File: src/rtl/uart_tx_framer.sv
module uart_tx_framer #(
  parameter int OVS = 16
) (
  input  logic       clk,
  input  logic       rst_n,
  input  logic       tick,
  input  logic [6:0] ctrl,
  input  logic       tx_disable,
  input  logic       tx_invert,
  input  logic       in_valid,
  input  logic [7:0] in_data,
  output logic       in_ready,
  output logic       txd,
  output logic       busy
);
  localparam int CW = $clog2(2 * OVS);
  localparam logic [CW-1:0] T_ONE  = CW'(OVS - 1);
  localparam logic [CW-1:0] T_HALF = CW'(OVS + OVS / 2 - 1);
  localparam logic [CW-1:0] T_TWO  = CW'(2 * OVS - 1);

  typedef enum logic [2:0] {S_IDLE, S_START, S_DATA, S_PAR, S_STOP} st_t;

  st_t           st;
  logic [CW-1:0] cnt;
  logic [2:0]    idx, last;
  logic [7:0]    sh;
  logic          par_on, par_bit, stop_half, stop_two;
  logic [7:0]    mask;
  logic [CW-1:0] span;
  logic          bit_end, take, raw;

  assign mask     = 8'hFF >> (2'd3 - ctrl[1:0]);
  assign in_ready = (st == S_IDLE) && !tx_disable && !ctrl[6];
  assign take     = in_valid && in_ready;
  assign busy     = (st != S_IDLE);

  assign span    = (st != S_STOP) ? T_ONE : stop_two ? T_TWO : stop_half ? T_HALF : T_ONE;
  assign bit_end = tick && (cnt == span);

  always_comb begin
    case (st)
      S_IDLE:  raw = !ctrl[6];
      S_START: raw = 1'b0;
      S_DATA:  raw = sh[0];
      S_PAR:   raw = par_bit;
      default: raw = 1'b1;
    endcase
  end

  assign txd = raw ^ tx_invert;

  always_ff @(posedge clk or negedge rst_n) begin
    if (!rst_n) begin
      st        <= S_IDLE;
      cnt       <= '0;
      idx       <= '0;
      last      <= '0;
      sh        <= '0;
      par_on    <= 1'b0;
      par_bit   <= 1'b0;
      stop_half <= 1'b0;
      stop_two  <= 1'b0;
    end else if (st == S_IDLE) begin
      cnt <= '0;
      idx <= '0;
      if (take) begin
        st        <= S_START;
        sh        <= in_data;
        last      <= 3'd4 + {1'b0, ctrl[1:0]};
        par_on    <= ctrl[3] | ctrl[5];
        par_bit   <= ctrl[5] ? ctrl[4] : (^(in_data & mask)) ^ ~ctrl[4];
        stop_half <= ctrl[2] && (ctrl[1:0] == 2'd0);
        stop_two  <= ctrl[2] && (ctrl[1:0] != 2'd0);
      end
    end else if (tick) begin
      cnt <= bit_end ? '0 : cnt + 1'b1;
      if (bit_end) begin
        case (st)
          S_START: st <= S_DATA;
          S_DATA: begin
            sh  <= sh >> 1;
            idx <= idx + 1'b1;
            if (idx == last) st <= par_on ? S_PAR : S_STOP;
          end
          S_PAR:   st <= S_STOP;
          default: st <= S_IDLE;
        endcase
      end
    end
  end
endmodule

File: config.mk
export PLATFORM = sky130hd
export DESIGN_NAME = uart_tx_framer
export DESIGN_NICKNAME = d
export VERILOG_FILES = /design/src/rtl/uart_tx_framer.sv
export SDC_FILE = /design/constraint.sdc
export NUM_CORES = 1
export LEC_CHECK = 0
export BUFFER_PORTS_ARGS = -buffer_cell sky130_fd_sc_hd__buf_2
export CORE_AREA = 4 4 67 69
export CTS_BUF_LIST = sky130_fd_sc_hd__clkbuf_4 sky130_fd_sc_hd__clkbuf_8 sky130_fd_sc_hd__clkbuf_16
export DETAILED_ROUTE_END_ITERATION = 6
export DIE_AREA = 0 0 71 73
export PLACE_DENSITY = 0.68
export SYNTH_ARGS = -nofsm -noshare
export SYNTH_HDL_FRONTEND = slang
export SYNTH_SLANG_ARGS = --single-unit
export TNS_END_PERCENT = 10
File: constraint.sdc
create_clock -name clk -period 5 [get_ports clk]
set_clock_uncertainty 0.15 [all_clocks]
set_input_delay 1.25 -clock clk [delete_from_list [all_inputs] [get_ports clk]]
set_output_delay 1.25 -clock clk [all_outputs]
set_load 0.02 [all_outputs]
==> Yosys cells after proc, flatten, opt, wreduce, memory -nomap -nowiden <==
Cells that the tools add are included.
{ "totals": {"wordCells": 71, "reg_bits": 26, "output_inout_bits": 3, "inputBits": 21} }
{ "classes": {"n_eq_ne": 8, "n_mux": 24, "addsub": 4, "n_reduce_logical": 20, "bitwise": 5, "shifts": 1} }
{ "ops": {"columns": ["op", "count"], "rows": [
  ["8-bit two-way mux", 5],
  ["3-bit two-way mux", 10],
  ["5-bit two-way mux", 6],
  ["3-bit case mux with 3 select lines", 1],
  ["8-bit bitwise AND", 1],
  ["4-bit AND reduction", 2],
  ["2-bit nonzero test", 4],
  ["8-bit XOR reduction", 1],
  ["8-bit by 2-bit >> shifter with 8-bit output (first input constant)", 1],
  ["3-bit by 2-bit == test with 1-bit output (second input constant)", 2],
  ["1-bit logical AND", 6],
  ["3-bit != test (second input constant)", 2],
  ["5-bit by 1-bit adder with 5-bit output (second input constant)", 1],
  ["5-bit == test", 1],
  ["1-bit case mux with 4 select lines", 1],
  ["3-bit by 1-bit adder with 3-bit output (second input constant)", 1],
  ["3-bit by 2-bit adder with 3-bit output (first input constant)", 1],
  ["3-bit by 1-bit == test with 1-bit output (second input constant)", 1],
  ["3-bit == test", 1],
  ["3-bit zero test", 1],
  ["3-bit AND reduction", 1],
  ["3-bit nonzero test", 1],
  ["1-bit zero test", 2],
  ["2-bit zero test", 1],
  ["other kinds (7)", 8]
]} }

==> Depth between registers and ports, before layout <==
Gate-level depths: netlist of the first run.
{ "logic_depth": {"depth_word": 8, "mapped_depth": 9, "depth_no_buf": 7} }

==> Worst setup path before layout of the first run <==
No wires, ideal clock.
{ "synth_timing": {"path_type": "input -> output", "from": "in ctrl[6]", "to": "out txd", "path_slack_ns": 1.649, "t_required_ns": 3.600, "t_arrival_ns": 1.951, "stages": 3, "path_cell_list": "o21a_1 > o21ai_0 > xor2_1"} }
{ "synth_via": {"elab_chain_len": 3} }
{ "synth_lines": {"columns": ["element", "line_no", "rtl"], "rows": [
  ["from (decl)", "7", "input logic [6:0] ctrl,"],
  ["1-bit zero test", "42", "S_IDLE: raw = !ctrl[6];"],
  ["1-bit case mux with 4 select lines", "41", "case (st)"],
  ["1-bit XOR", "50", "assign txd = raw ^ tx_invert;"],
  ["to (decl)", "13", "output logic txd,"]
]} }
No other way between the ends.

==> Worst setup path after layout of the first run <==
Same ends and word-level chain as after synthesis.

==> results.sh, run 1 <==
export IMPL_min_path_cells=1
export IMPL_min_period_over_period_pct=68.5
export IMPL_start_util_pct=43.2
export IMPL_synth_area_leaders="dfrtp_1, nand2_1, a21bo_2"
export IMPL_holdBufCountCts=0
export IMPL_first_pass_iters=4
export IMPL_r2r_end="sh[7]"
export IMPL_layout_commonest_cell="dfrtp_1"
export IMPL_cp_end_kind="primary output"
export IMPL_hold_viol=0
export IMPL_hold_end="last[2]"
export IMPL_crit_required_ps=3600
export IMPL_layout_drive_gt1_share_pct=20.3
export IMPL_crit_top_cell="buf_2"
export IMPL_timing_rr_start="st[1]"
export IMPL_drv_slew=0
export IMPL_p_leak_nw=0.810
export IMPL_synth_flop_cell="dfrtp_1"
export IMPL_hold_start="last[2]"
export IMPL_relSlewSlack_pct=36.2
export IMPL_holdCritPathClass="flip-flop to flip-flop"
export IMPL_dpl_hpwl_um=2700
export IMPL_syn_inst=185
export IMPL_clkSinkCount=26
export IMPL_yosysUniqueCellTypes=47
export IMPL_die_h_um=73
export IMPL_worstSkewPairLatency_ps=270
export IMPL_synth_top_area_share_pct=38.5
export IMPL_drc=0
export IMPL_overflow=0
export IMPL_final_nets=226
export IMPL_max_stage_delay_ps=180
export IMPL_synth_edff_count=0
export IMPL_tritoncts="done"
export IMPL_ys_async_sr_fraction_pct=100
export IMPL_antenna_found_initial=0
export IMPL_port_buffers=23
export IMPL_worstRegToRegCells=5
export IMPL_path_clk_slew_ps=90
export IMPL_post_cts_buffers=0
export IMPL_antenna_left=0
export IMPL_root_buffer="clkbuf_8"
export IMPL_syn_avg_cell_area_um2=9.13
export IMPL_finish_utilization_pct=48.3
export IMPL_ys_ff_latch=26
export IMPL_diodes=0
export IMPL_grt_pass1_wl_um=6500
export IMPL_reg2reg_slack_ps=2070
export IMPL_core_rowCount=23
export IMPL_fin_cells=252
export IMPL_cp_cell_sequence="buf_2, o21a_1, o21ai_0, xor2_1, buf_2"
export IMPL_via_per_inst=5.69
export IMPL_powerDensity_nw_per_um2=391
export IMPL_crit_path_max_fanout=3
export IMPL_grt_pass1_vias=1363
export IMPL_die_w_um=71
export IMPL_drt_iter0_drc=68
export IMPL_grt_start_max_net_pins=27
export IMPL_globalplace_congestion=0.800
export IMPL_tns_ps=0
export IMPL_core_area_um2=3910
export IMPL_syn_area_um2=1690
export IMPL_wire_per_inst_um=15.0
export IMPL_peakVddDrop_mv=0.239
export IMPL_cts_buffers_inserted=3
export IMPL_placed_cells=248
export IMPL_tightestPinTransition_ps=953
export IMPL_synth_top_area_cell="dfrtp_1"
export IMPL_setup_viol=0
export IMPL_wirelength_um=3770
export IMPL_arrival_ps=2020
export IMPL_vias=1433
export IMPL_slowest_stage="o21ai_0"
export IMPL_ctsResizeCount=0
export IMPL_period_needed_ps=3420
export IMPL_clk_path_buf_depth=2
export IMPL_cts_htree_levels=1
export IMPL_design_die_area_um2=5180
export IMPL_final_cell_mix="dfrtp_1, nand2_1, buf_2"
export IMPL_ys_warn_count=0
export IMPL_syn_nets=208
export IMPL_ioPinCount=24
export IMPL_crit_path_start_kind="input pin"
export IMPL_yosysSeqAreaShare_pct=38.5
export IMPL_outcome="finished, final reports clean"
export IMPL_maxCapViolations=0
export IMPL_fmax_mhz=292
export IMPL_path_class="input pin to primary output"
export IMPL_syn_to_final_growth_pct=11.9
export IMPL_track_usage_pct=15.4
export IMPL_rsz0062_at_grt="no"
==> cell usage after synthesis, types with 3 or more instances <==
| cell type | n |
|---|---|
| xor2_1 | 4 |
| a21bo_2 | 7 |
| nand4_1 | 4 |
| o221ai_1 | 7 |
| or4_1 | 3 |
| o211ai_1 | 5 |
| nand2b_1 | 3 |
| o21ai_0 | 10 |
| a21oi_1 | 3 |
| nand2_1 | 24 |
| nor3_1 | 6 |
| clkbuf_1 | 7 |
| o22ai_1 | 7 |
| nor2_1 | 10 |
| nand3_1 | 4 |
| and2_1 | 7 |
| inv_1 | 5 |
| xnor2_1 | 8 |
| dfrtp_1 | 26 |
==> through the flow <==
stage               setup WS, ps  total power, mW  hold WS (ps)  instance area, um^2
detailed placement          1540            0.567           332                 1820
global route                1450            0.793           390                 1890
global placement            1580            0.560           328                 1820
finish                      1580            0.739           353                 1890
floorplan                   1650            0.510           305                 1690
CTS                         1570            0.743           359                 1890
==> worst max-delay path: cells and delay by family <==
kind                      cells  cell delay, ps
xor gates and xnor gates      1             150
AOI/OAI and AO/OA             2             330
buffers and inverters         2             290
==> area by class of cell <==
type                            instances  area [um^2]
Inverter                                6         25.0
Fill cell                             401         2020
Sequential cell                        26          651
Timing Repair Buffer                   23          115
Clock inverter                          1         30.0
Multi-Input combinational cell        143          966
Tap cell                               50         62.6
Clock buffer                            3         41.3
==> report_power, final <==
| part | internal (mW) | switching, mW |
|---|---|---|
| registers | 0.254 | 0.0522 |
| clock network | 0.107 | 0.0684 |
| logic | 0.115 | 0.142 |
| total | 0.476 | 0.263 |
==> per-layer routing <==
| metal | vias to the layer above | GRT usage, % | wire length (um) |
|---|---|---|---|
| li1 | 719 | - | - |
| met1 | 668 | 22.4 | 1830 |
| met2 | 44 | 24.1 | 1730 |
| met3 | 2 | 2.89 | 190 |
| met4 | 0 | 3.34 | 21 |
| met5 | - | 0 | 0 |
==> cells by family after synthesis <==
group,after synthesis,synth area share (%)
AND/OR/NAND/NOR,75,23.8
AO/OA/AOI/OAI,52,23.7
flip-flops,26,38.5
buffers and inverters,16,4.30
XOR/XNOR,13,7.63
adder cells (fa/ha/maj),2,1.48
multiplexers,1,0.593
==> state kept, by name, indices dropped and copies added, names as in the netlist <==
name	cells
stop_half	1
stop_two	1
st	3
idx	3
par_bit	1
last	3
sh	8
cnt	5
par_on	1
==> worst max-delay path by stage <==
| stage | slack (ps) | end | startpoint |
|---|---|---|---|
| floorplan | 1650 | txd | ctrl[6] |
| detailed placement | 1540 | st[2] | tx_disable |
| finish | 1580 | txd | ctrl[6] |
| global placement | 1580 | txd | ctrl[6] |
| global route | 1450 | txd | st[1] |
| CTS | 1570 | txd | ctrl[6] |
No activity file was read; power rests on OpenSTA's default activity.
==> inputs of run 2 (changes only) <==
- clock period: 5 -> 3.4 ns (I/O delays scaled with it)
==> run 2 against run 1 <==
  * First-iteration DRC count decreased by 4.4%
  * Critical path depth unchanged
  * Combinational power increased by 58%
  * Flip-flop and latch count did not move
  * Utilization up 0.19 points
  * Die area stayed put
  * Clock-buffer cell count unchanged
  * Via count down 0.98%
  * Hold slack hardly changed
  * Sequential share of layout area down 0.14 points
  * Final cell count increased by 1.6%
==> results.sh, run 2 (same netlist as run 1, synthesis figures left out) <==
export IMPL_die_h_um=73
export IMPL_pre_cts_ws_ps=629
export IMPL_largest_register="sh"
export IMPL_wirelength_um=3740
export IMPL_arrival_ps=1690
export IMPL_rsz0062_at_grt="no"
export IMPL_drt_iter0_drc=65
export IMPL_drv_slew=0
export IMPL_cts_buffers_inserted=3
export IMPL_port_buffers=23
export IMPL_maxCapViolations=0
export IMPL_diodes=0
export IMPL_fmax_mhz=371
export IMPL_clk_path_buf_depth=2
export IMPL_antenna_left=0
export IMPL_antenna_found_initial=0
export IMPL_tightestPinTransition_ps=796
export IMPL_path_class="flip-flop to primary output"
export IMPL_use_met3_pct=2.34
export IMPL_ioPinCount=24
export IMPL_clkSinkCount=26
export IMPL_period_needed_ps=2690
export IMPL_core_area_um2=3910
export IMPL_relSlewSlack_pct=46.7
export IMPL_worstSkewPairLatency_ps=260
export IMPL_overflow=0
export IMPL_root_buffer="clkbuf_8"
export IMPL_post_cts_buffers=0
export IMPL_outcome="finished, final reports clean"
export IMPL_setup_viol=0
export IMPL_final_cell_mix="dfrtp_1, nand2_1, buf_2"
export IMPL_ctsResizeCount=0
export IMPL_design_die_area_um2=5180
export IMPL_tns_ps=0
export IMPL_crit_path_max_fanout=9
export IMPL_drc=0
export IMPL_crit_path_start_kind="flip-flop"
export IMPL_gr_usage_met2_pct=25.7
export IMPL_crit_required_ps=2400
export IMPL_setup_slack_ps=708
export IMPL_syn_to_final_growth_pct=12.4
export IMPL_first_pass_iters=4
export IMPL_grtUsageMet1_pct=22.6
export IMPL_top_usage_layer="met2"
export IMPL_cp_end_kind="primary output"
export IMPL_core_rowCount=23
export IMPL_cts_htree_levels=1
export IMPL_grt_pass1_vias=1414
export IMPL_track_usage_pct=15.9
export IMPL_dpl_hpwl_um=2760
export IMPL_p_leak_nw=0.818
export IMPL_holdBufCountCts=0
export IMPL_via_per_inst=5.54
export IMPL_die_w_um=71
export IMPL_grt_start_max_net_pins=27
export IMPL_grt_pass1_wl_um=6600
export IMPL_globalplace_congestion=0.790
export IMPL_vias=1419
export IMPL_path_clk_slew_ps=90
export IMPL_start_util_pct=43.2
export IMPL_tritoncts="done"
export IMPL_final_nets=231
export IMPL_min_period_over_period_pct=79.2
export IMPL_layout_drive_gt1_share_pct=21.8
export IMPL_wire_per_inst_um=14.6
export IMPL_peakVddDrop_mv=0.227
export IMPL_hold_viol=0
export IMPL_powerDensity_nw_per_um2=538
export IMPL_top_regs="sh: 8 flops, cnt: 5 flops"
export IMPL_holdCritPathClass="flip-flop to flip-flop"
export IMPL_largest_reg_flops=8
export IMPL_layout_commonest_cell="dfrtp_1"
## run 2: critical path, stage by stage (launching register included)
cell and delay (ps):
dfrtp_1 470, or2_1 390, nor2_8 190, inv_4 60, nor3_1 120, buf_2 190
## run 2: cell type report
type | count | area [um^2]
Fill cell | 382 | 2020
Multi-Input combinational cell | 143 | 966
Sequential cell | 26 | 651
Timing Repair Buffer | 28 | 153
Tap cell | 50 | 62.6
Clock buffer | 3 | 41.3
Inverter | 6 | 25.0
## run 2: final timing paths
| kind | cells after the start | endpoint | startpoint | slack (ps) |
|---|---|---|---|---|
| max | 5 | in_ready | st[0] | 710 |
| min | 1 | last[2] | last[2] | 350 |
| max reg2reg | 6 | sh[3] | st[0] | 860 |
| min reg2reg | 1 | last[2] | last[2] | 350 |
| max in group asynchronous | 1 | sh[5] | rst_n | 2290 |
| min in group asynchronous | 1 | stop_two | rst_n | 430 |
## run 2: metrics by stage
step | utilization (%) | hold WS (ps) | total power, mW | cell area, um^2 | cells
after CTS | 48.5 | 356 | 1.03 | 1900 | 256
final | 48.5 | 353 | 1.02 | 1900 | 256
after global routing | 48.5 | 371 | 1.12 | 1900 | 256
after detailed placement | 47.4 | 335 | 0.856 | 1860 | 253
after floorplan | - | 305 | 0.750 | 1690 | 185
after global placement | 47.4 | 322 | 0.845 | 1860 | 253
## run 2: per-layer routing
layer  wire [um]  vias to the layer above  share of wire (%)
li1            -                      730                  -
met1        1860                      656                 50
met2        1720                       31                 46
met3         145                        2                3.9
met4          19                        0               0.51
met5           0                        -                  0
## run 2: power breakdown
part / internal, mW / switching, mW
logic: 0.188 / 0.217
clock network: 0.0792 / 0.0918
registers: 0.374 / 0.0703
total: 0.641 / 0.379
